File: config.mk
export PLATFORM = sky130hd
export DESIGN_NAME = can_irq_flags
export DESIGN_NICKNAME = d
export VERILOG_FILES = /design/src/rtl/can_irq_pkg.sv /design/src/rtl/can_irq_w1c_bank.sv /design/src/rtl/can_irq_rx_queue.sv /design/src/rtl/can_irq_combiner.sv /design/src/rtl/can_irq_flags.sv
export SDC_FILE = /design/constraint.sdc
export NUM_CORES = 1
export LEC_CHECK = 0
export CAP_MARGIN = 0
export CORE_MARGIN = 5
export CORE_UTILIZATION = 39
export DETAILED_ROUTE_END_ITERATION = 8
export GPL_ROUTABILITY_DRIVEN = 0
export GPL_TIMING_DRIVEN = 0
export PLACE_DENSITY = 0.94
export SLEW_MARGIN = 30
export SYNTH_ARGS = -nofsm -noshare
export SYNTH_HDL_FRONTEND = slang
export SYNTH_HIERARCHICAL = 1
export SYNTH_SLANG_ARGS = --single-unit
export TNS_END_PERCENT = 50
File: constraint.sdc
create_clock -name clk -period 1.8 [get_ports clk]
set_input_delay 0.54 -clock clk [delete_from_list [all_inputs] [get_ports clk]]
set_output_delay 0.54 -clock clk [all_outputs]
set_load 0.1 [all_outputs]
File: src/rtl/can_irq_pkg.sv
package can_irq_pkg;
  localparam int NUM_IRQ  = 4;
  localparam int NUM_ERRF = 4;

  typedef enum logic [1:0] {
    IRQ_TX   = 2'd0,
    IRQ_RX   = 2'd1,
    IRQ_WAKE = 2'd2,
    IRQ_ERR  = 2'd3
  } irq_line_e;

  function automatic int flag_width(input int ntx);
    return ntx + 2 + NUM_ERRF;
  endfunction

  function automatic int rx_bit(input int ntx);
    return ntx;
  endfunction

  function automatic int wake_bit(input int ntx);
    return ntx + 1;
  endfunction

  function automatic int err_base(input int ntx);
    return ntx + 2;
  endfunction
endpackage

File: src/rtl/can_irq_w1c_bank.sv
module can_irq_w1c_bank #(
  parameter int N = 4
) (
  input  logic         clk,
  input  logic         rst_n,
  input  logic [N-1:0] cond_i,
  input  logic [N-1:0] clr_i,
  output logic [N-1:0] flag_o
);
  for (genvar i = 0; i < N; i++) begin : g_bit
    logic flag_q;
    always_ff @(posedge clk or negedge rst_n) begin
      if (!rst_n)         flag_q <= 1'b0;
      else if (cond_i[i]) flag_q <= 1'b1;   // set wins over clear
      else if (clr_i[i])  flag_q <= 1'b0;
    end
    assign flag_o[i] = flag_q;
  end
endmodule

File: src/rtl/can_irq_rx_queue.sv
module can_irq_rx_queue #(
  parameter int DEPTH = 3
) (
  input  logic clk,
  input  logic rst_n,
  input  logic eof_i,
  input  logic clr_i,
  output logic flag_o,
  output logic overrun_o
);
  localparam int CW = $clog2(DEPTH + 1);
  localparam logic [CW-1:0] FULL = CW'(DEPTH);

  logic [CW-1:0] cnt_q, cnt_d;
  logic          flag_q, flag_d;
  logic          pop, full, accept;

  assign pop       = clr_i && flag_q;
  assign full      = (cnt_q == FULL);
  assign overrun_o = eof_i && full && !pop;
  assign accept    = eof_i && !overrun_o;

  always_comb begin
    cnt_d = cnt_q;
    if (accept && !pop)      cnt_d = cnt_q + 1'b1;
    else if (!accept && pop) cnt_d = cnt_q - 1'b1;
    // a release shows a cleared flag for one cycle before the next message
    flag_d = !pop && (cnt_d != '0);
  end

  always_ff @(posedge clk or negedge rst_n) begin
    if (!rst_n) begin
      cnt_q  <= '0;
      flag_q <= 1'b0;
    end else begin
      cnt_q  <= cnt_d;
      flag_q <= flag_d;
    end
  end

  assign flag_o = flag_q;
endmodule

File: src/rtl/can_irq_combiner.sv
module can_irq_combiner
  import can_irq_pkg::*;
#(
  parameter int NUM_TX = 3,
  localparam int FW = flag_width(NUM_TX)
) (
  input  logic [FW-1:0]      flags_i,
  input  logic [NUM_IRQ-1:0] en_i,
  output logic [NUM_IRQ-1:0] irq_o
);
  localparam int RXB = rx_bit(NUM_TX);
  localparam int WKB = wake_bit(NUM_TX);
  localparam int EB  = err_base(NUM_TX);

  logic [NUM_IRQ-1:0] pend;

  always_comb begin
    pend           = '0;
    pend[IRQ_TX]   = |flags_i[NUM_TX-1:0];
    pend[IRQ_RX]   = flags_i[RXB];
    pend[IRQ_WAKE] = flags_i[WKB];
    pend[IRQ_ERR]  = |flags_i[EB +: NUM_ERRF];
  end

  assign irq_o = pend & en_i;
endmodule

File: src/rtl/can_irq_flags.sv
module can_irq_flags
  import can_irq_pkg::*;
#(
  parameter int NUM_TX   = 3,
  parameter int RX_DEPTH = 3,
  localparam int FW = flag_width(NUM_TX)
) (
  input  logic               clk,
  input  logic               rst_n,
  input  logic [NUM_TX-1:0]  tx_empty_i,
  input  logic               rx_eof_i,
  input  logic               sleep_i,
  input  logic               bus_act_i,
  input  logic               err_passive_i,
  input  logic               warn_i,
  input  logic               busoff_i,
  input  logic               wr_en_i,
  input  logic [FW-1:0]      wr_data_i,
  input  logic [NUM_IRQ-1:0] irq_en_i,
  output logic [FW-1:0]      flags_o,
  output logic [NUM_IRQ-1:0] irq_o
);
  localparam int RXB  = rx_bit(NUM_TX);
  localparam int WKB  = wake_bit(NUM_TX);
  localparam int EB   = err_base(NUM_TX);
  localparam int NLVL = NUM_TX + 1 + NUM_ERRF;   // flags in the generic bank

  logic [FW-1:0]   clr;
  logic            rx_flag, overrun;
  logic [NLVL-1:0] lvl_cond, lvl_clr, lvl_flag;

  assign clr = wr_en_i ? wr_data_i : '0;

  can_irq_rx_queue #(.DEPTH(RX_DEPTH)) u_rxq (
    .clk       (clk),
    .rst_n     (rst_n),
    .eof_i     (rx_eof_i),
    .clr_i     (clr[RXB]),
    .flag_o    (rx_flag),
    .overrun_o (overrun)
  );

  // bank order: tx flags, wake, overrun, passive, warning, bus-off
  assign lvl_cond = {busoff_i, warn_i, err_passive_i, overrun,
                     sleep_i && bus_act_i, tx_empty_i};
  assign lvl_clr  = {clr[EB +: NUM_ERRF], clr[WKB], clr[NUM_TX-1:0]};

  can_irq_w1c_bank #(.N(NLVL)) u_bank (
    .clk    (clk),
    .rst_n  (rst_n),
    .cond_i (lvl_cond),
    .clr_i  (lvl_clr),
    .flag_o (lvl_flag)
  );

  assign flags_o = {lvl_flag[NLVL-1 -: NUM_ERRF], lvl_flag[NUM_TX], rx_flag,
                    lvl_flag[NUM_TX-1:0]};

  can_irq_combiner #(.NUM_TX(NUM_TX)) u_comb (
    .flags_i (flags_o),
    .en_i    (irq_en_i),
    .irq_o   (irq_o)
  );
endmodule

-- Word-level counts from Yosys, hierarchy flattened
Cells that the tools add are included.
- output and inout port bits: 13
- word-level logic and storage cells: 55
- bits in registers: 11
- input port bits: 25
- muxes and demuxes: 19
- reduce and logical (&&, ||, !) cells: 22
- add/sub/neg operators: 2
- bitwise logic cells: 1
- equal/unequal tests: 1
- operator list (kind ; count):
    2-bit nonzero test ; 9
    1-bit two-way mux ; 16
    9-bit two-way mux ; 1
    1-bit logical AND ; 8
    4-bit AND ; 1
    2-bit two-way mux ; 2
    4-bit OR reduction ; 1
    1-bit logical NOT ; 3
    3-bit OR reduction ; 1
    2-bit by 1-bit adder with 2-bit output (second input constant) ; 1
    2-bit == test (second input constant) ; 1
    2-bit by 1-bit subtractor with 2-bit output (second input constant) ; 1

-- Longest topological paths before layout
- depth in word-level cells: 12
- mapped depth: 4
- mapped depth without buffers: 4

-- Modules after synthesis
The synthesis kept the hierarchy.
- modules (own cells, without submodules) (module ; sequential area each (µm²) ; cells each ; area an instance (µm²) ; times used):
    can_irq_w1c_bank ; 200.2 ; 32 ; 350.3 ; 1
    can_irq_rx_queue ; 75.1 ; 18 ; 195.2 ; 1
    can_irq_flags ; 0.0 ; 11 ; 70.1 ; 1
    can_irq_combiner ; 0.0 ; 4 ; 32.5 ; 1

-- Worst setup path before layout
No wires, ideal clock.
- path kind: reg-to-output
- from: register u_bank.g_bit[5].flag_q
- to: output irq_o[3]
- arrival: 1.507 ns
- setup slack: -0.247 ns
- stages on the path, launching flop included: 3
- required time: 1.260 ns
- path buffers: 1
- cell sequence: dfrtp_1 -> buf_4 -> o41a_1
- longest elaborated chain between the ends: 2
- ends and longest elaborated chain (what ; RTL line ; RTL):
    from (decl) ; can_irq_w1c_bank.sv:11 ; logic flag_q;
    from (signal assigned) ; can_irq_w1c_bank.sv:13 ; if (!rst_n) flag_q <= 1'b0;
    from (signal assigned) ; can_irq_w1c_bank.sv:14 ; else if (cond_i[i]) flag_q <= 1'b1;
    from (signal assigned) ; can_irq_w1c_bank.sv:15 ; else if (clr_i[i]) flag_q <= 1'b0;
    4-bit OR reduction ; can_irq_combiner.sv:22 ; pend[IRQ_ERR] = |flags_i[EB +: NUM_ERRF];
    4-bit AND ; can_irq_combiner.sv:25 ; assign irq_o = pend & en_i;
    to (decl) ; can_irq_flags.sv:21 ; output logic [NUM_IRQ-1:0] irq_o
No other way between the ends.

-- Final worst setup path
- from: register u_bank.g_bit[6].flag_q
- to: output irq_o[3]
- longest elaborated chain between the ends: 2
- ends and longest elaborated chain (what ; RTL line):
    from (decl) ; can_irq_w1c_bank.sv:11
    from (signal assigned) ; can_irq_w1c_bank.sv:13
    from (signal assigned) ; can_irq_w1c_bank.sv:14
    from (signal assigned) ; can_irq_w1c_bank.sv:15
    4-bit OR reduction ; can_irq_combiner.sv:22
    4-bit AND ; can_irq_combiner.sv:25
No other way between the ends.

==> results.md <==
- Gr usage total: 0.1520
- Violated checks: negative setup slack
- Initial core utilization: 0.4205
- Critical Path End Type: output port
- Final Hold Vio Count: 0
- Main area contributors after synthesis: dfrtp_1 42%, and2_1 12%, buf_4 10%
- Initial antenna violation count: 0
- Status: complete, but fails checks
- # IOs: 38
- Predominant post-synthesis flop cell: dfrtp_1
- CTS tree: built
- # rows: 14
- Fmax: 0.5312 GHz
- Share of cells above drive strength 1: 0.2952
- Fillers: 94
- Combinational fraction of design power: 0.583
- Startpoint Class: flip-flop
- Cell variety after synth: 21
- Peak supply drop: 0.8462 mV
- Clk sink count: 11
- DPL Wire Length: 1462 um
- Relative slew slack: 0.6366
- Die height: 50.77 um
- Crit path max fanout: 3
- Yosys top cell by area: dfrtp_1
- Critical Path AT: 1340 ps
- Avg Inst Size Synth: 9.971 sq um
- WHS Endpoint: u_bank/g_bit[5].flag_q
- Final setup margin: -82.54 ps
- Reg power frac: 0.291
- Number of buffers created by CTS: 3
- Post-layout net count: 132
- Ant diodes: 0
- Largest net degree at the start of global routing: 12
- RSZ-0062 raised after global routing: yes
- WP data required: 1260 ps
- Vias: 609
- Die area: 0.002577 sq mm
- Cells after synthesis: 65
- Hold_sp: u_bank/g_bit[5].flag_q
- Final TNS setup: -82.54 ps
- Buffers added on ports: 37
- Clock network power share: 0.126
- Max-slew violations: 0
- Tightest Pin Transition: 547.7 ps
- First-pass GRT wire length: 2904 um
- # hold bufs at CTS: 0
- Chip Width: 50.77 um
- Initial DRT Pass Iterations: 4
- Post-synth ARST share: 1.000
- Synth warn: 6
- Int Pwr: 0.6714 mW
- DRT iter0 DRCs: 8
- Vias per cell: 5.033
- Sequential element share of the synthesized area: 0.4247
- DRC errors left: 0
- Pleak: 0.5338 nW
- Post-synth EDFFs: 0
- Total gr overflow: 0
- Worst skew pair latency: 260 ps
- Commonest cells post-synth: 12 x and2_1, 11 x dfrtp_1, 9 x buf_4
- Area Overhead vs Synth: 70.85%
- Clock Path Buffers: 2
- CTS H-tree lvls: 1
- Top-count cell post-synth: and2_1
- HP Class: flip-flop to flip-flop
- Skew final: 3.635 ps
- Vias in the first global route: 618
- Tmin final: 1883 ps
- Psw: 0.6091 mW
- Synthesis-stage register bit count: 11
- Worst R2R Start: u_rxq/cnt_q[0]
- Setup Slack @ Placement: -989.0 ps
- CP Class: flip-flop to output port
- Post-Syn Area: 648.1 sq um
- MaxCap Viol Count: 0
- Syn Nets: 91
- Worst hold path stage count: 1
- Routed WL: 1953 um
- Switch share: 0.4757
- Reg2Reg Setup Slack: 480 ps
- Final setup viols: 1
- Final ANT Viol Nets: 0
- Reg2reg path depth: 4
- PD cells: 1156 mW/mm^2
- CTS Root Cell: clkbuf_4
- Clk slew on worst S/H paths: 60 ps
- Tcrit/Tclk final: 1.046
- Core footprint: 0.001541 sq mm
- Yosys top cell area share: 0.4247
- Worst r2r dst: u_rxq/cnt_q[0]
- Routed len/inst: 16.14 um
## layout by cell type (no fill, tap or decap), types with 3 or more instances in the layout
master / netlist / routed
buf_12: 0 / 4
clkbuf_4: 0 / 3
dfrtp_1: 11 / 11
dlygate4sd2_1: 0 / 3
clkdlybuf4s15_2: 0 / 3
buf_2: 0 / 4
inv_1: 8 / 8
clkdlybuf4s50_1: 0 / 19
buf_4: 9 / 8
and2_1: 12 / 10
a21o_1: 8 / 8
## power by group through the flow
| stage | sequential (mW) | clock (mW) | combinational, mW |
|---|---|---|---|
| after floorplan | 0.350 | 0 | 0.555 |
| after global placement | 0.360 | 0 | 0.705 |
| after detailed placement | 0.369 | 0 | 0.722 |
| after CTS | 0.372 | 0.171 | 0.746 |
| after global routing | 0.377 | 0.182 | 0.776 |
| final | 0.373 | 0.161 | 0.746 |
## state kept, by name (all words and copies together) (netlist names)
signal               count
u_bank/g_bit.flag_q      8
u_rxq/flag_o             1
u_rxq/cnt_q              2
## repair_timing
action	in CTS	in global routing
hold endpoints to repair	0	0
cloned	0	0
resized for setup	78	7
setup buffers	4	0
endpoints found under the setup margin	13	7
pin swaps	3	0
## critical path, cell delays in order, from the launching register on
cell and delay, ps:
dfrtp_1 400, o41a_4 510, buf_12 170
## worst max-delay path by stage
stage	from	endpoint	slack (ps)	depth (start not counted)
after floorplan	u_bank/g_bit[3].flag_q	irq_o[2]	-160	2
after global placement	irq_en_i[0]	irq_o[0]	-980	3
after detailed placement	irq_en_i[1]	irq_o[1]	-990	3
after CTS	u_bank/g_bit[6].flag_q	irq_o[3]	-90	2
after global routing	u_bank/g_bit[6].flag_q	irq_o[3]	-120	2
final	u_bank/g_bit[6].flag_q	irq_o[3]	-80	2
## layer usage
layer / up-vias / GRT usage / wire length [um]
li1: 290 / - / -
met1: 290 / 0.1537 / 741
met2: 27 / 0.2955 / 1054
met3: 2 / 0.02663 / 149
met4: 0 / 0.06383 / 8
met5: - / 0 / 0
## cell families (layout without fill, tap and decap cells)
kind of cell             after synthesis  count (layout)  share of synthesized area
XOR/XNOR                               1               1                    0.01352
AND/OR/NAND/NOR                       17              17                     0.1641
AO/OA/AOI/OAI                         17              17                     0.2124
flip-flops                            11              11                     0.4247
buffers and inverters                 17              57                     0.1506
adder cells (fa/ha/maj)                1               1                    0.01930
multiplexers                           1               1                    0.01544
## cell type report
| class | count | area, sq um | area share |
|---|---|---|---|
| buffer | 4 | 33.78 | 0.03051 |
| clock buffer | 4 | 26.28 | 0.02373 |
| inverter | 8 | 30.03 | 0.02712 |
| multi-input combinational | 37 | 299.0 | 0.2701 |
| sequential | 11 | 275.3 | 0.2486 |
| tap | 16 | 20.02 | 0.01808 |
| timing repair buffer | 41 | 422.9 | 0.3819 |
## through the flow
step	hold slack [ps]	total power, mW	instance area [sq um]	util	instances
after global routing	522.7	1.335	1107	0.7183	121
after CTS	494.3	1.290	1111	0.7208	121
final	497.5	1.280	1107	0.7183	121
after floorplan	244.4	0.9053	650.6	-	65
after global placement	463.1	1.065	1041	0.6753	118
after detailed placement	469.8	1.091	1041	0.6753	118
(Power assumes the default switching activity.)
